<file path="config.mk">
export PLATFORM = sky130hd
export DESIGN_NAME = pingpong_interleaver
export DESIGN_NICKNAME = d
export VERILOG_FILES = /design/src/rtl/ilv_pkg.sv /design/src/rtl/ilv_bank.sv /design/src/rtl/ilv_sweep.sv /design/src/rtl/ilv_swap_ctl.sv /design/src/rtl/pingpong_interleaver.sv
export SDC_FILE = /design/constraint.sdc
export NUM_CORES = 2
export LEC_CHECK = 0
export BUFFER_PORTS_ARGS = -buffer_cell sky130_fd_sc_hd__buf_2
export CORE_UTILIZATION = 50
export CTS_BUF_LIST = sky130_fd_sc_hd__clkbuf_16
export DETAILED_ROUTE_END_ITERATION = 8
export PLACE_DENSITY_LB_ADDON = 0.05
export SETUP_SLACK_MARGIN = 0.3
export SLEW_MARGIN = 25
export SYNTH_ARGS = -nofsm -noshare
export SYNTH_HDL_FRONTEND = slang
export SYNTH_SLANG_ARGS = --single-unit
</file>
<file path="constraint.sdc">
create_clock -name clk -period 3.78 [get_ports clk]
set_input_delay 1.134 -clock clk [delete_from_list [all_inputs] [get_ports clk]]
set_output_delay 1.134 -clock clk [all_outputs]
set_load 0.02 [all_outputs]
</file>
<file path="src/rtl/ilv_pkg.sv">
package ilv_pkg;
  localparam int BANKS = 2;

  // Bank-select update: flips only when an exchange fires.
  function automatic logic next_fill_sel(input logic cur, input logic fire);
    return cur ^ fire;
  endfunction
endpackage

</file>
<file path="src/rtl/ilv_bank.sv">
module ilv_bank #(
  parameter int AW = 6,
  parameter int DW = 16
) (
  input  logic          clk,
  input  logic          we,
  input  logic [AW-1:0] waddr,
  input  logic [DW-1:0] wdata,
  input  logic [AW-1:0] raddr,
  output logic [DW-1:0] rdata
);
  localparam int DEPTH = 1 << AW;

  logic [DW-1:0] mem [DEPTH];

  always_ff @(posedge clk) begin
    if (we) mem[waddr] <= wdata;
    rdata <= mem[raddr];
  end
endmodule

</file>
<file path="src/rtl/ilv_sweep.sv">
module ilv_sweep #(
  parameter int AW = 6
) (
  input  logic          clk,
  input  logic          rst,
  input  logic          swap_due,
  output logic [AW-1:0] rd_addr,
  output logic          wrap,
  output logic          sync_zero,
  output logic          sync_bank
);
  localparam logic [AW-1:0] LAST = {AW{1'b1}};

  function automatic logic [AW-1:0] advance(input logic [AW-1:0] a);
    return a + 1'b1;
  endfunction

  assign wrap = (rd_addr == LAST);

  always_ff @(posedge clk) begin
    if (rst) begin
      rd_addr   <= '0;
      sync_zero <= 1'b0;
      sync_bank <= 1'b0;
    end else begin
      rd_addr   <= advance(rd_addr);
      sync_zero <= wrap;
      sync_bank <= wrap && swap_due;
    end
  end
endmodule

</file>
<file path="src/rtl/ilv_swap_ctl.sv">
module ilv_swap_ctl (
  input  logic clk,
  input  logic rst,
  input  logic swap_req,
  input  logic wrap,
  output logic fill_sel,
  output logic swap_pend,
  output logic swap_due
);
  import ilv_pkg::*;

  logic fire;

  assign swap_due = swap_pend | swap_req;
  assign fire     = wrap & swap_due;

  always_ff @(posedge clk) begin
    if (rst) begin
      fill_sel  <= 1'b0;
      swap_pend <= 1'b0;
    end else begin
      fill_sel <= next_fill_sel(fill_sel, fire);
      if (fire)          swap_pend <= 1'b0;
      else if (swap_req) swap_pend <= 1'b1;
    end
  end
endmodule

</file>
<file path="src/rtl/pingpong_interleaver.sv">
module pingpong_interleaver #(
  parameter int AW = 6,
  parameter int DW = 16
) (
  input  logic          clk,
  input  logic          rst,
  input  logic          swap_req,
  input  logic          wr_en,
  input  logic [AW-1:0] wr_addr,
  input  logic [DW-1:0] wr_data,
  output logic          sync_bank,
  output logic          sync_zero,
  output logic [DW-1:0] rd_data
);
  import ilv_pkg::*;

  logic [AW-1:0] rd_addr;
  logic          wrap;
  logic          fill_sel;
  logic          swap_pend;
  logic          swap_due;
  logic          drain_q;
  logic [DW-1:0] bank_rd [BANKS];

  ilv_sweep #(.AW(AW)) u_sweep (
    .clk(clk), .rst(rst), .swap_due(swap_due),
    .rd_addr(rd_addr), .wrap(wrap),
    .sync_zero(sync_zero), .sync_bank(sync_bank)
  );

  ilv_swap_ctl u_ctl (
    .clk(clk), .rst(rst), .swap_req(swap_req), .wrap(wrap),
    .fill_sel(fill_sel), .swap_pend(swap_pend), .swap_due(swap_due)
  );

  for (genvar g = 0; g < BANKS; g++) begin : g_bank
    logic we_g;
    assign we_g = wr_en && (fill_sel == 1'(g));
    ilv_bank #(.AW(AW), .DW(DW)) u_bank (
      .clk(clk), .we(we_g), .waddr(wr_addr), .wdata(wr_data),
      .raddr(rd_addr), .rdata(bank_rd[g])
    );
  end

  // Drain selection aligned with the registered read.
  always_ff @(posedge clk) begin
    if (rst) drain_q <= 1'b1;
    else     drain_q <= ~fill_sel;
  end

  assign rd_data = bank_rd[drain_q];
endmodule

</file>
==> Word-level counts from Yosys, hierarchy flattened <==
Memories as Yosys holds them, arrays and structs flattened. A register that Yosys moved wholly into a read port is not among the register bits.
Cells that the tools add are included.
{ "classes": {"addsub": 1, "eq_ne": 1, "magnitude_cmp": 1, "bitwise": 5, "mux": 7, "n_reduce_logical": 4} }
{ "ops": {"columns": ["cell", "count"], "rows": [
  ["2-to-1 mux 16 bit", 3],
  ["adder 6 x 1 -> 6 bit, second input constant", 1],
  ["== test 6 bit, second input constant", 1],
  ["2-to-1 mux 1 bit", 4],
  ["logical AND 1 bit", 3],
  ["greater-or-equal comparator 2 bit, second input constant", 1],
  ["NOT 1 -> 2 bit", 1],
  ["OR reduction 2 bit", 1],
  ["bitwise AND 1 bit", 1],
  ["NOT 1 bit", 1],
  ["OR 1 bit", 1],
  ["XOR 1 bit", 1]
]} }
{ "word_totals": {"n_memories": 2, "output_inout_bits": 18, "mem_bits_rw": 2048, "reg_bits": 11} }
{ "memory_table": {"columns": ["name", "words", "word_bits", "rd", "rd_ports_with_merged_regs", "write_ports", "line_no", "text"], "rows": [
  ["g_bank[0].u_bank.mem", 64, 16, 1, 1, 1, "ilv_bank.sv:14", "logic [DW-1:0] mem [DEPTH];"],
  ["g_bank[1].u_bank.mem", 64, 16, 1, 1, 1, "ilv_bank.sv:14", null]
]} }

==> Depth between registers and ports, before layout <==
{ "logic_depth": {"word_depth": 4, "depth_mapped": 10} }

==> By module <==
From an unflattened synthesis, not the netlist that was laid out.
{ "hier_totals": {"cells_unflattened": 3716, "area_unflattened_um2": 80731.2} }
{ "by_module_without_submodules": {"columns": ["module", "area_each_um2", "seq_area_each_um2", "instances", "cells_per_inst"], "rows": [
  ["ilv_bank", 40042.2, 31069.8, 2, 1829],
  ["pingpong_interleaver", 287.8, 20.0, 1, 22],
  ["ilv_sweep", 279.0, 160.2, 1, 28],
  ["ilv_swap_ctl", 80.1, 40.0, 1, 8]
]} }

==> Worst setup path after synthesis <==
No wires, ideal clock.
{ "synth_path": {"kind": "input-to-reg", "start": "input wr_addr[5]", "end": "memory g_bank[0].u_bank.mem[32][0] (enable)", "setup_ns": 0.388, "path_buffers": 2, "cell_stages": 6, "slack_ns": 0.487, "required_ns": 3.392, "arrival_time_ns": 2.905, "cell_sequence": "clkbuf_1 > or3b_2 > clkbuf_1 > inv_1 > nand2_1 > nor2_1"} }
{ "synth_lines": {"columns": ["element", "line_no", "text"], "rows": [
  ["from (decl)", "pingpong_interleaver.sv:9", "input logic [AW-1:0] wr_addr,"],
  ["to (decl)", "ilv_bank.sv:14", null]
]} }
No word-level cell before the write port.

==> Worst setup path after layout <==
{ "layout_path": {"start": "register drain_q", "end": "output rd_data[10]"} }
{ "layout_via": {"elab_chain_len": 4} }
{ "layout_lines": {"columns": ["element", "line_no", "text"], "rows": [
  ["from (decl)", "pingpong_interleaver.sv:22", "logic drain_q;"],
  ["from (signal assigned)", "pingpong_interleaver.sv:48", "else drain_q <= ~fill_sel;"],
  ["NOT 1 -> 2 bit (implied by the code)", "pingpong_interleaver.sv:51", "assign rd_data = bank_rd[drain_q];"],
  ["2-to-1 mux 16 bit (implied by the code) (3 in series)", "pingpong_interleaver.sv:51", null],
  ["to (decl)", "pingpong_interleaver.sv:13", "output logic [DW-1:0] rd_data"]
]} }
Every way passes these cells. The select of a mux whose other input is x is not followed.

==> results.yml <==
status:
  status: "finished, final reports clean"
finish:
  area_growth_pct: 14.3
  post-route-cell-area_sq_mm: 0.0912
  drive_above_1_share_pct: 26.8
  postLayoutCoreUtil_pct: 57.6
  layout_common_cells: "2048 x edfxtp_1, 416 x mux4_2, 287 x buf_4"
  nets: 4041
  final_common_cell: "edfxtp_1"
placement:
  routabilityCongestion: 0.858
  io_buffers: 43
  placed_area_sq_mm: 0.0846
  hpwl_um: 130000
  dp_worst_setup_slack_ps: 521
worst_setup_path:
  path_buf_inv: 2
  cp_cell_sequence: "buf_4, mux2_2, buf_2"
  worstSetupPathType: "reg -> out"
  cp.depth: 3
  crit_fanout: 9
  worstPathArrival_ps: 2220
  critPathTopFamily: "flip-flops"
  setup.worst_path.end_class: "output pin"
  cp_slowest_cell: "dfxtp_2"
  r2r_cells: 6
  start_kind: "register"
  max_stage_delay_ps: 490
  worstPathRequired_ps: 2650
die:
  rows: 146
  io_pins: 44
  start_util_pct: 50.4
  die-area_sq_mm: 0.161
  dieHeight_um: 401
  die_x_um: 401
  core_sq_mm: 0.158
power:
  internal-power_mw: 38.1
  switchingPower_mw: 10.5
  pwr-share-seq_pct: 52.8
  p_per_area_mw_per_mm2: 532
  p_leak_nw: 28.6
  p_clk_share_pct: 40.9
  comb_power_share_pct: 6.3
  p_total_mw: 48.5
  vdd_drop_max_v: 0.000458
  switching_share_pct: 21.6
sta:
  rsz0062_at_grt: "false"
  fin_crit_sh_pct: 88.6
  fin_ws_ps: 430
  finalHoldViolCount: 0
  slew-limit-headroom_pct: 34.6
  worstMarginPinSlew_ps: 981
  finalClockSkew_ps: 28.7
  setup_viol: 0
  slew_viol_final: 0
  fmax_ghz: 0.299
  min_period_ps: 3350
  finalSetupTns_ps: 0
synthesis:
  synth_seq_cells: 2091
  syn-cell-area_sq_mm: 0.0798
  synthDistinctLibCells: 43
  avgSynthCellArea_sq_um: 21.8
  ys_seq_area_share_pct: 78.2
  syn_nets: 3687
  ys_warn_count: 0
  synth_edf_count: 2048
  syn_inst: 3660
  synth_ff_type: "edfxtp_1"
  async_flop_share_pct: 0
clock_tree:
  cts_made_buffers: 209
  clockRootBuffer: "clkbuf_16"
  clk_pin_slew_ps: 60
  postCtsSetupRepairBufs: 0
  cts_tree: "yes"
  clockBufferDepth: 3
  insertion_delay_ps: 810
  cts_max_level: 4
  cts_sinks: 2091
worst_hold_path:
  min_path_type: "reg -> reg"
  min_path_cells: 1
global_routing:
  grt_max_degree: 129
  grt_pass1_vias: 39800
  grt_antenna_before_repair: 9
  grt_pass1_wl_um: 297000
  gr-total-overflow: 0
  grt_use_total_pct: 26.2
detailed_routing:
  vias_per_cell: 6.22
  drtIter0Drc: 4459
  ant_nets: 0
  drt-wirelength-per-cell_um: 33.4
  wl_um: 209000
  dr_total_vias: 38900
  firstDrtPassIters: 6
  drc: 0
run:
  maxCapViolations: 0
[power groups by stage]
stage,clock network [mW],registers (mW),logic (mW)
after floorplan,0,26.0,1.66
after global placement,0,26.1,3.04
after detailed placement,0,26.1,3.09
after CTS,20.2,25.6,3.09
after global routing,21.0,25.6,3.20
final,19.9,25.6,3.04
[area by class of cell]
type	instances	area, sq um
Timing Repair Buffer	364	3290
Clock inverter	168	1280
Clock buffer	212	5310
Tap cell	2072	2590
Sequential cell	2091	62400
Inverter	12	45.0
Fill cell	11400	67200
Multi-Input combinational cell	1336	16300
Antenna cell	3	7.51
[flip-flops by register name, indices dropped and copies added (netlist names)]
signal,count
g_bank.u_bank.mem,2048
u_ctl.swap_pend,1
g_bank.u_bank.rdata,32
drain_q,1
u_sweep.rd_addr,6
u_ctl.fill_sel,1
u_sweep.sync_zero,1
u_sweep.sync_bank,1
[worst paths after layout]
kind                                 start                                 to  slack (ps)
max reg2reg  u_sweep.rd_addr[1]$_SDFF_PP0_  g_bank[0].u_bank.rdata[0]$_DFF_P_         660
min reg2reg      u_ctl.fill_sel$_SDFF_PP0_                 drain_q$_SDFF_PP1_         510
min              u_ctl.fill_sel$_SDFF_PP0_                 drain_q$_SDFF_PP1_         510
max                     drain_q$_SDFF_PP1_                        rd_data[10]         430
[metrics by stage]
| step | hold slack [ps] | cells |
|---|---|---|
| after CTS | 507 | 6254 |
| after floorplan | 397 | 3660 |
| final | 510 | 6258 |
| after global placement | 492 | 5874 |
| after detailed placement | 483 | 5874 |
| after global routing | 533 | 6255 |
[kinds of logic (layout without fill, tap and decap cells)]
group           count (synthesis)  in the layout  synth area share, %
flops                        2091           2091                 78.2
mux                           688            688                 15.2
compound gates                380            380                 3.61
simple gates                  263            263                 1.52
buf+inv                       233            756                 1.43
xor+xnor                        4              4               0.0439
fa+ha+maj                       1              1               0.0157
other cells                     0              3                    0
[cells in the mapped netlist (5+ instances only)]
| cell type | instances | area, sq um |
|---|---|---|
| edfxtp_1 | 2048 | 61500 |
| mux4_2 | 416 | 9370 |
| mux2i_1 | 242 | 2420 |
| nor2_1 | 147 | 552 |
| buf_2 | 97 | 485 |
| clkbuf_1 | 87 | 327 |
| o221ai_1 | 75 | 657 |
| a211oi_1 | 71 | 533 |
| a22oi_1 | 46 | 345 |
| dfxtp_1 | 43 | 861 |
| nor2b_1 | 37 | 231 |
| a221oi_1 | 32 | 280 |
| o22a_1 | 32 | 280 |
| o22ai_1 | 32 | 200 |
| nand2_1 | 31 | 116 |
| mux2_2 | 30 | 338 |
| a21oi_1 | 26 | 130 |
| a22o_1 | 25 | 219 |
| buf_4 | 18 | 135 |
| o21ai_1 | 18 | 90.1 |
| o21ai_0 | 15 | 75.1 |
| inv_1 | 12 | 45.0 |
| buf_6 | 10 | 113 |
| buf_1 | 8 | 30.0 |
| nand3b_1 | 8 | 60.1 |
| nor3_1 | 8 | 40.0 |
| nand3_1 | 7 | 35.0 |
| o2111ai_1 | 7 | 61.3 |
| and2_1 | 5 | 31.3 |
| nand2b_1 | 5 | 31.3 |
| or3b_2 | 5 | 43.8 |
[per-layer routing]
layer / track usage, % / part of all wire [%] / vias to the layer above
met5: 0 / 0.010 / -
met4: 6.80 / 2.5 / 4
met3: 4.21 / 6.7 / 270
met2: 42.5 / 49 / 1449
met1: 37.3 / 42 / 21000
li1: - / - / 16200
[what timing repair did]
action / in CTS / in global routing
hold buffers: 0 / 0
endpoints found under the hold margin: 0 / 0
gates resized for setup: 1 / 0
setup endpoints to repair: 9 / 0
No activity file was read; power rests on OpenSTA's default activity.
